[src/rtl/svr_pkg.sv]
// Package: shared widths and the decoded-command kind for the mailbox pair.
// Assumes the command fields arrive already deframed from the serial link.
package svr_pkg;

    localparam int NODE_W = 8;
    localparam int VERB_W = 12;
    localparam int PAY_W  = 8;

    typedef enum logic [1:0] {
        VOP_IDLE    = 2'd0,
        VOP_READ    = 2'd1,
        VOP_WRITE   = 2'd2,
        VOP_UNKNOWN = 2'd3
    } verb_op_e;

endpackage

[src/rtl/svr_verb_decode.sv]
// Module: svr_verb_decode
// Turns one command into an operation kind, a register index and a byte lane.
// Each register owns a slot of BYTES+1 consecutive verbs starting at
// VERB_BASE + index*(BYTES+1): the first verb reads, the next ones write
// lanes 0 upward. Assumes the verb codes of all slots fit in VERB_W bits.
module svr_verb_decode
    import svr_pkg::*;
#(
    parameter int               NUM_REGS  = 2,
    parameter int               BYTES     = 4,
    parameter logic [NODE_W-1:0] NODE_ID  = 8'h01,
    parameter logic [VERB_W-1:0] VERB_BASE = 12'hFA6,
    localparam int              IDX_W     = (NUM_REGS > 1) ? $clog2(NUM_REGS) : 1,
    localparam int              LANE_W    = (BYTES > 1) ? $clog2(BYTES) : 1
) (
    input  logic              cmd_valid,
    input  logic [NODE_W-1:0] cmd_node,
    input  logic [VERB_W-1:0] cmd_verb,
    output logic              accept,
    output verb_op_e          op,
    output logic [IDX_W-1:0]  reg_sel,
    output logic [LANE_W-1:0] lane_sel
);

    localparam int SLOT = BYTES + 1;

    // Node filter: only the function-group node is served.
    assign accept = cmd_valid && (cmd_node == NODE_ID);

    // Verb match: search every register slot for the presented code.
    always_comb begin
        op       = VOP_IDLE;
        reg_sel  = '0;
        lane_sel = '0;
        if (accept) begin
            op = VOP_UNKNOWN;
            for (int r = 0; r < NUM_REGS; r++) begin
                for (int s = 0; s < SLOT; s++) begin
                    if (cmd_verb == VERB_W'(int'(VERB_BASE) + r * SLOT + s)) begin
                        reg_sel = IDX_W'(r);
                        if (s == 0) begin
                            op = VOP_READ;
                        end else begin
                            op       = VOP_WRITE;
                            lane_sel = LANE_W'(s - 1);
                        end
                    end
                end
            end
        end
    end

endmodule

[src/rtl/svr_byte_reg.sv]
// Module: svr_byte_reg
// A register of WIDTH bits written one byte lane at a time.
// Assumes WIDTH is a multiple of eight; clears to zero on reset.
module svr_byte_reg #(
    parameter int  WIDTH  = 32,
    localparam int BYTES  = WIDTH / 8,
    localparam int LANE_W = (BYTES > 1) ? $clog2(BYTES) : 1
) (
    input  logic              clk,
    input  logic              rst_n,
    input  logic              wr_en,
    input  logic [LANE_W-1:0] wr_lane,
    input  logic [7:0]        wr_byte,
    output logic [WIDTH-1:0]  q
);

    for (genvar l = 0; l < BYTES; l++) begin : g_lane
        // Lane store: load the payload when this lane is addressed.
        always_ff @(posedge clk) begin
            if (!rst_n) begin
                q[l*8 +: 8] <= 8'h00;
            end else if (wr_en && (wr_lane == LANE_W'(l))) begin
                q[l*8 +: 8] <= wr_byte;
            end
        end
    end

endmodule

[src/rtl/svr_toggle_irq.sv]
// Module: svr_toggle_irq
// Sticky interrupt that sets when a write changes the trigger bit in either
// direction and clears on acknowledge. A set in the same cycle beats the clear.
// Assumes the caller qualifies wr_hit with a write to the trigger's lane.
module svr_toggle_irq (
    input  logic clk,
    input  logic rst_n,
    input  logic wr_hit,
    input  logic new_bit,
    input  logic old_bit,
    input  logic ack,
    output logic irq
);

    logic flip;

    // Change detect: the incoming trigger differs from the stored one.
    assign flip = wr_hit && (new_bit != old_bit);

    // Interrupt flop: set has priority over acknowledge.
    always_ff @(posedge clk) begin
        if (!rst_n) begin
            irq <= 1'b0;
        end else if (flip) begin
            irq <= 1'b1;
        end else if (ack) begin
            irq <= 1'b0;
        end
    end

endmodule

[src/rtl/svr_mailbox_pair.sv]
// Module: svr_mailbox_pair (top)
// Verb-accessed mailbox registers with a trigger-change interrupt on mailbox 0.
// Each accepted command yields one response pulse a clock later; reads
// return the whole register, everything else returns zero.
// Assumes at most one command per cycle and REG_W a multiple of eight.
module svr_mailbox_pair
    import svr_pkg::*;
#(
    parameter int                NUM_REGS  = 2,
    parameter int                REG_W     = 32,
    parameter logic [NODE_W-1:0] NODE_ID   = 8'h01,
    parameter logic [VERB_W-1:0] VERB_BASE = 12'hFA6,
    parameter int                TRIG_BIT  = 31,
    parameter int                VALID_BIT = 30,
    parameter int                FMT_W     = 16
) (
    input  logic                      clk,
    input  logic                      rst_n,
    input  logic                      cmd_valid,
    input  logic [NODE_W-1:0]         cmd_node,
    input  logic [VERB_W-1:0]         cmd_verb,
    input  logic [PAY_W-1:0]          cmd_data,
    input  logic                      irq_ack,
    output logic                      rsp_valid,
    output logic [REG_W-1:0]          rsp_data,
    output logic [NUM_REGS*REG_W-1:0] regs_q,
    output logic                      irq,
    output logic [FMT_W-1:0]          fmt_code,
    output logic                      fmt_valid
);

    localparam int BYTES     = REG_W / 8;
    localparam int IDX_W     = (NUM_REGS > 1) ? $clog2(NUM_REGS) : 1;
    localparam int LANE_W    = (BYTES > 1) ? $clog2(BYTES) : 1;
    localparam int TRIG_LANE = TRIG_BIT / 8;
    localparam int TRIG_POS  = TRIG_BIT % 8;

    logic              accept;
    verb_op_e          op;
    logic [IDX_W-1:0]  reg_sel;
    logic [LANE_W-1:0] lane_sel;
    logic [REG_W-1:0]  rd_word;
    logic              trig_wr;

    svr_verb_decode #(
        .NUM_REGS (NUM_REGS),
        .BYTES    (BYTES),
        .NODE_ID  (NODE_ID),
        .VERB_BASE(VERB_BASE)
    ) u_decode (
        .cmd_valid(cmd_valid),
        .cmd_node (cmd_node),
        .cmd_verb (cmd_verb),
        .accept   (accept),
        .op       (op),
        .reg_sel  (reg_sel),
        .lane_sel (lane_sel)
    );

    for (genvar r = 0; r < NUM_REGS; r++) begin : g_reg
        logic wr_this;

        // Write select: this register is the target of a write verb.
        assign wr_this = (op == VOP_WRITE) && (reg_sel == IDX_W'(r));

        svr_byte_reg #(
            .WIDTH(REG_W)
        ) u_reg (
            .clk    (clk),
            .rst_n  (rst_n),
            .wr_en  (wr_this),
            .wr_lane(lane_sel),
            .wr_byte(cmd_data),
            .q      (regs_q[r*REG_W +: REG_W])
        );
    end

    // Read mux: pick the addressed register's current contents.
    always_comb begin
        rd_word = '0;
        for (int r = 0; r < NUM_REGS; r++) begin
            if (reg_sel == IDX_W'(r)) begin
                rd_word = regs_q[r*REG_W +: REG_W];
            end
        end
    end

    // Response stage: one pulse per accepted command, data only for reads.
    always_ff @(posedge clk) begin
        if (!rst_n) begin
            rsp_valid <= 1'b0;
            rsp_data  <= '0;
        end else begin
            rsp_valid <= accept;
            rsp_data  <= (op == VOP_READ) ? rd_word : '0;
        end
    end

    // Trigger lane select: a write to mailbox 0 on the lane holding the trigger.
    assign trig_wr = (op == VOP_WRITE) && (reg_sel == '0)
                     && (lane_sel == LANE_W'(TRIG_LANE));

    svr_toggle_irq u_irq (
        .clk    (clk),
        .rst_n  (rst_n),
        .wr_hit (trig_wr),
        .new_bit(cmd_data[TRIG_POS]),
        .old_bit(regs_q[TRIG_BIT]),
        .ack    (irq_ack),
        .irq    (irq)
    );

    // Consumer view of the format fields of mailbox 0.
    assign fmt_code  = regs_q[FMT_W-1:0];
    assign fmt_valid = regs_q[VALID_BIT];

endmodule

[config.mk]
export PLATFORM = sky130hd
export DESIGN_NAME = svr_mailbox_pair
export DESIGN_NICKNAME = d
export VERILOG_FILES = /design/src/rtl/svr_pkg.sv /design/src/rtl/svr_verb_decode.sv /design/src/rtl/svr_byte_reg.sv /design/src/rtl/svr_toggle_irq.sv /design/src/rtl/svr_mailbox_pair.sv
export SDC_FILE = /design/constraint.sdc
export NUM_CORES = 1
export LEC_CHECK = 0
export ABC_AREA = 1
export BUFFER_PORTS_ARGS = -buffer_cell sky130_fd_sc_hd__buf_2
export CAP_MARGIN = 20
export CORE_AREA = 4 4 88 132
export DETAILED_ROUTE_END_ITERATION = 8
export DIE_AREA = 0 0 92 136
export PLACE_DENSITY_LB_ADDON = 0.1
export SYNTH_ARGS = -nofsm -noshare
export SYNTH_HDL_FRONTEND = slang
export SYNTH_HIERARCHICAL = 1
export SYNTH_SLANG_ARGS = --single-unit
[constraint.sdc]
create_clock -name clk -period 2.5 [get_ports clk]
set_input_delay 0.5 -clock clk [delete_from_list [all_inputs] [get_ports clk]]
set_output_delay 0.5 -clock clk [all_outputs]
set_load 0.005 [all_outputs]
==> flow_summary.rst <==
.. list-table::
   :header-rows: 1

   * - Metric
     - Value
   * - Worst min-delay path class
     - in2reg
   * - CP Cell Sequence
     - buf_2 > nor2_1 > nand2_1 > nor2_1 > nand2_1 > nand3_1 > nand2_1 > inv_1 > inv_8 > nor2_2 > buf_4 > nand3_1 > nand2_1 > nor2_1
   * - Worst Max-Slew Pin Slew
     - 0.647 ns
   * - Detail Placement HPWL
     - 8560 um
   * - Type of element capturing the critical path
     - flip-flop
   * - Setup WS post-layout
     - 0.326 ns
   * - Run status
     - finished, final reports clean
   * - Ratio of cells with drive above 1 in the final layout
     - 0.257
   * - Dominant synthesized flop cell
     - sky130_fd_sc_hd__dfxtp_1
   * - Maximum clock insertion buffer count
     - 2
   * - Count of placed standard cells in the final layout, fillers left out
     - 979
   * - I/O pins
     - 147
   * - Overall routing resource usage
     - 0.195
   * - Peak ir drop on the vdd network
     - 387 uV
   * - Worst setup path category
     - in2reg
   * - Delay-heaviest family, CP
     - simple AND/OR/NAND/NOR gates
   * - Critical path origin
     - cmd_verb[4]
   * - Syn_nets
     - 740
   * - Detailed-route DRC error count
     - 0
   * - Antenna violation net count after detailed routing
     - 0
   * - Post-CTS setup buffer count
     - 0
   * - Number of buffers added to fix hold violations after cts
     - 0
   * - Vias in the first global route
     - 4050
   * - Ratio of total power to cell area
     - 561 nW/um^2
   * - Hold-critical path depth
     - 4
   * - Floorplan Core Area
     - 10500 sq um
   * - Insertion delay to the later sink of the worst-skew pair
     - 0.34 ns
   * - # diodes
     - 0
   * - Fin nets
     - 862
   * - Seq/Total Area, Yosys
     - 0.413
   * - Total clock buffers created by CTS
     - 9
   * - Dominant cell type by area after synthesis
     - sky130_fd_sc_hd__dfxtp_1
   * - Syn-to-layout area delta
     - 19.5%
   * - Clock transition at the register clock pins on the worst setup and hold paths after CTS
     - 0.07 ns
   * - Most used standard cells in the synthesized netlist
     - 244 x sky130_fd_sc_hd__nand2_1, 125 x sky130_fd_sc_hd__nor2_1, 111 x sky130_fd_sc_hd__inv_1, 98 x sky130_fd_sc_hd__dfxtp_1, 22 x sky130_fd_sc_hd__nand3_1
   * - Async set or reset register ratio after synthesis
     - 0
   * - Total leakage power
     - 3.47 nW
   * - Most frequent cell after synthesis
     - sky130_fd_sc_hd__nand2_1
   * - Area of the mapped netlist
     - 4750 sq um
   * - Critical-path cell with the highest stage delay
     - sky130_fd_sc_hd__nor2_2
   * - Worst flop-to-flop path startpoint
     - g_reg[0].u_reg/q[31]$_SDFFE_PN0P_
   * - Dominant cell type by count on the critical path
     - sky130_fd_sc_hd__nand2_1
   * - First-pass GRT wire length
     - 19600 um
   * - Cell Rows
     - 46
   * - Clock tree sinks
     - 98
   * - Launch point of the worst hold path
     - irq_ack
   * - Total global routing overflow
     - 0
   * - Initial DRC count
     - 210
   * - Non-Filler Cell Area, Final
     - 5680 sq um
   * - Final Wtd Congestion
     - 0.840
   * - Die Y-Extent
     - 136 um
   * - Endpoint, Worst Hold
     - u_irq/irq$_SDFFE_PN0P_
   * - Top achievable clock speed
     - 460 MHz
   * - Register-to-register setup slack
     - 1.72 ns
   * - Clock tree skew after final layout
     - 0.00888 ns
   * - Buffers on Ports
     - 146
   * - Final Max Tran Viols
     - 0
   * - Type of origin of the critical path
     - primary input
   * - Warnings from Yosys
     - 6
   * - Initial core utilization
     - 0.454
   * - Cell variety after synth
     - 31
   * - WP buf/inv
     - 4
   * - Root buffer cell
     - sky130_fd_sc_hd__clkbuf_16
   * - Full die area
     - 12500 sq um
   * - Aggregate routed wire length
     - 12100 um
   * - Post-cts gate resize count
     - 0
   * - Cell area after placement
     - 5340 sq um
   * - Final period demand of the worst path
     - 2.17 ns
   * - Max_slew headroom
     - 0.568
   * - Average vias per placed instance
     - 4.48
   * - Post-DR wirelength/cell
     - 12.3 um
   * - Portion of the clock cycle consumed by the worst path in the final layout
     - 0.870
   * - Req. time, crit path
     - 2.74 ns
   * - Post-Route Setup TNS
     - 0 ns
   * - CP peak stage delay
     - 0.33 ns
   * - Number of failing hold endpoints at the final stage
     - 0
   * - Number of enable-type register cells in the synthesized netlist
     - 0
   * - Most area-consuming cells after synthesis
     - sky130_fd_sc_hd__dfxtp_1 41%, sky130_fd_sc_hd__nand2_1 19%, sky130_fd_sc_hd__nor2_1 9.9%
   * - Number of detailed-routing iterations run before antenna repair
     - 4
   * - Unrepaired setup endpoints after global routing
     - no
   * - Antenna violations before repair
     - 0
   * - # setup viols final
     - 0
   * - Cell count after placement
     - 963
   * - Syn avg cell area
     - 6.71 sq um
   * - Overall die width
     - 92 um
   * - R2R cell count
     - 4
   * - Arr. time, crit path
     - 2.41 ns
   * - Crit Path Max Fanout
     - 16
   * - Post-Synthesis Cells
     - 708
   * - Number of register bits inferred by synthesis
     - 98
   * - Reg2reg end
     - u_irq/irq$_SDFFE_PN0P_
   * - Area share of the leading cell type in the synthesized netlist
     - 0.413
   * - Worst setup slack after placement
     - -0.0258 ns
   * - CTS tree
     - built
   * - Total via count in the routed design
     - 4389
   * - Largest net degree at the start of global routing
     - 61
   * - Max-capacitance violation count
     - 0
   * - Number of levels in the clock H-tree
     - 3
==> tightest hold or removal path, stage by stage <==
cell	delay [ns]
sky130_fd_sc_hd__buf_2	0.07
sky130_fd_sc_hd__inv_1	0.03
sky130_fd_sc_hd__nand2_1	0.06
sky130_fd_sc_hd__a21oi_2	0.05
==> power by group <==
part / switching [mW] / total (mW) / internal [mW]
combinational: 0.0665 / 0.0961 / 0.0295
sequential: 0.000351 / 1.56 / 1.56
clock: 0.593 / 1.53 / 0.935
total: 0.660 / 3.18 / 2.52
==> flip-flops by register name (all words and copies together), names as in the netlist <==
signal	count
rsp_data	32
g.u_reg/q	64
rsp_valid	1
u_irq/irq	1
==> metrics by stage <==
stage / total power, mW / hold slack (ns) / utilization
after global placement: 1.69 / 0.474 / 0.510
final: 3.18 / 0.427 / 0.542
after detailed placement: 1.69 / 0.468 / 0.510
after global routing: 3.29 / 0.435 / 0.542
after CTS: 3.23 / 0.413 / 0.542
after floorplan: 1.64 / 0.469 / -
==> cells in the final DEF (no fill, tap or decap), drive strengths merged <==
| cell type | netlist | routed |
|---|---|---|
| nor3 | 3 | 3 |
| nor2 | 130 | 130 |
| nand3 | 29 | 29 |
| inv | 116 | 117 |
| a21boi | 1 | 1 |
| clkinvlp | 0 | 2 |
| clkbuf | 7 | 11 |
| nand4 | 1 | 1 |
| bufinv | 0 | 2 |
| nand2 | 263 | 263 |
| and3 | 1 | 1 |
| o21a | 1 | 1 |
| buf | 38 | 156 |
| a21oi | 17 | 17 |
| o211ai | 2 | 2 |
| dfxtp | 98 | 98 |
| or2 | 1 | 1 |
==> layout make-up <==
cell class                      count  area (sq um)
Fill cell                        1077          4790
Sequential cell                    98          1960
Multi-Input combinational cell    449          1950
Timing Repair Buffer              156           806
Inverter                          116           443
Clock buffer                       11           253
Tap cell                          144           180
Clock inverter                      5          83.8
==> worst max-delay path by stage <==
| stage | endpoint | cells after the start |
|---|---|---|
| 2_1_floorplan | g_reg[0].u_reg/q[3]$_SDFFE_PN0P_ | 9 |
| 3_3_place_gp | g_reg[1].u_reg/q[7]$_SDFFE_PN0P_ | 14 |
| 3_5_place_dp | g_reg[1].u_reg/q[0]$_SDFFE_PN0P_ | 14 |
| 4_1_cts | g_reg[1].u_reg/q[0]$_SDFFE_PN0P_ | 14 |
| 5_1_grt | g_reg[1].u_reg/q[6]$_SDFFE_PN0P_ | 14 |
| 6_report | g_reg[1].u_reg/q[0]$_SDFFE_PN0P_ | 14 |
==> routing by layer <==
metal	global-route usage	part of all wire
met1	0.230	0.42
met2	0.359	0.52
met3	0.0316	0.052
met4	0.0628	0.015
met5	0	0
==> logic make-up (layout without fill, tap and decap cells) <==
| logic type | Yosys count | after routing | synth area share |
|---|---|---|---|
| buffers and inverters | 161 | 288 | 0.178 |
| AOI/OAI and AO/OA | 21 | 21 | 0.0261 |
| and+or+nand+nor | 428 | 428 | 0.383 |
| DFF | 98 | 98 | 0.413 |
Note: power is estimated with default switching activity, not from simulation.
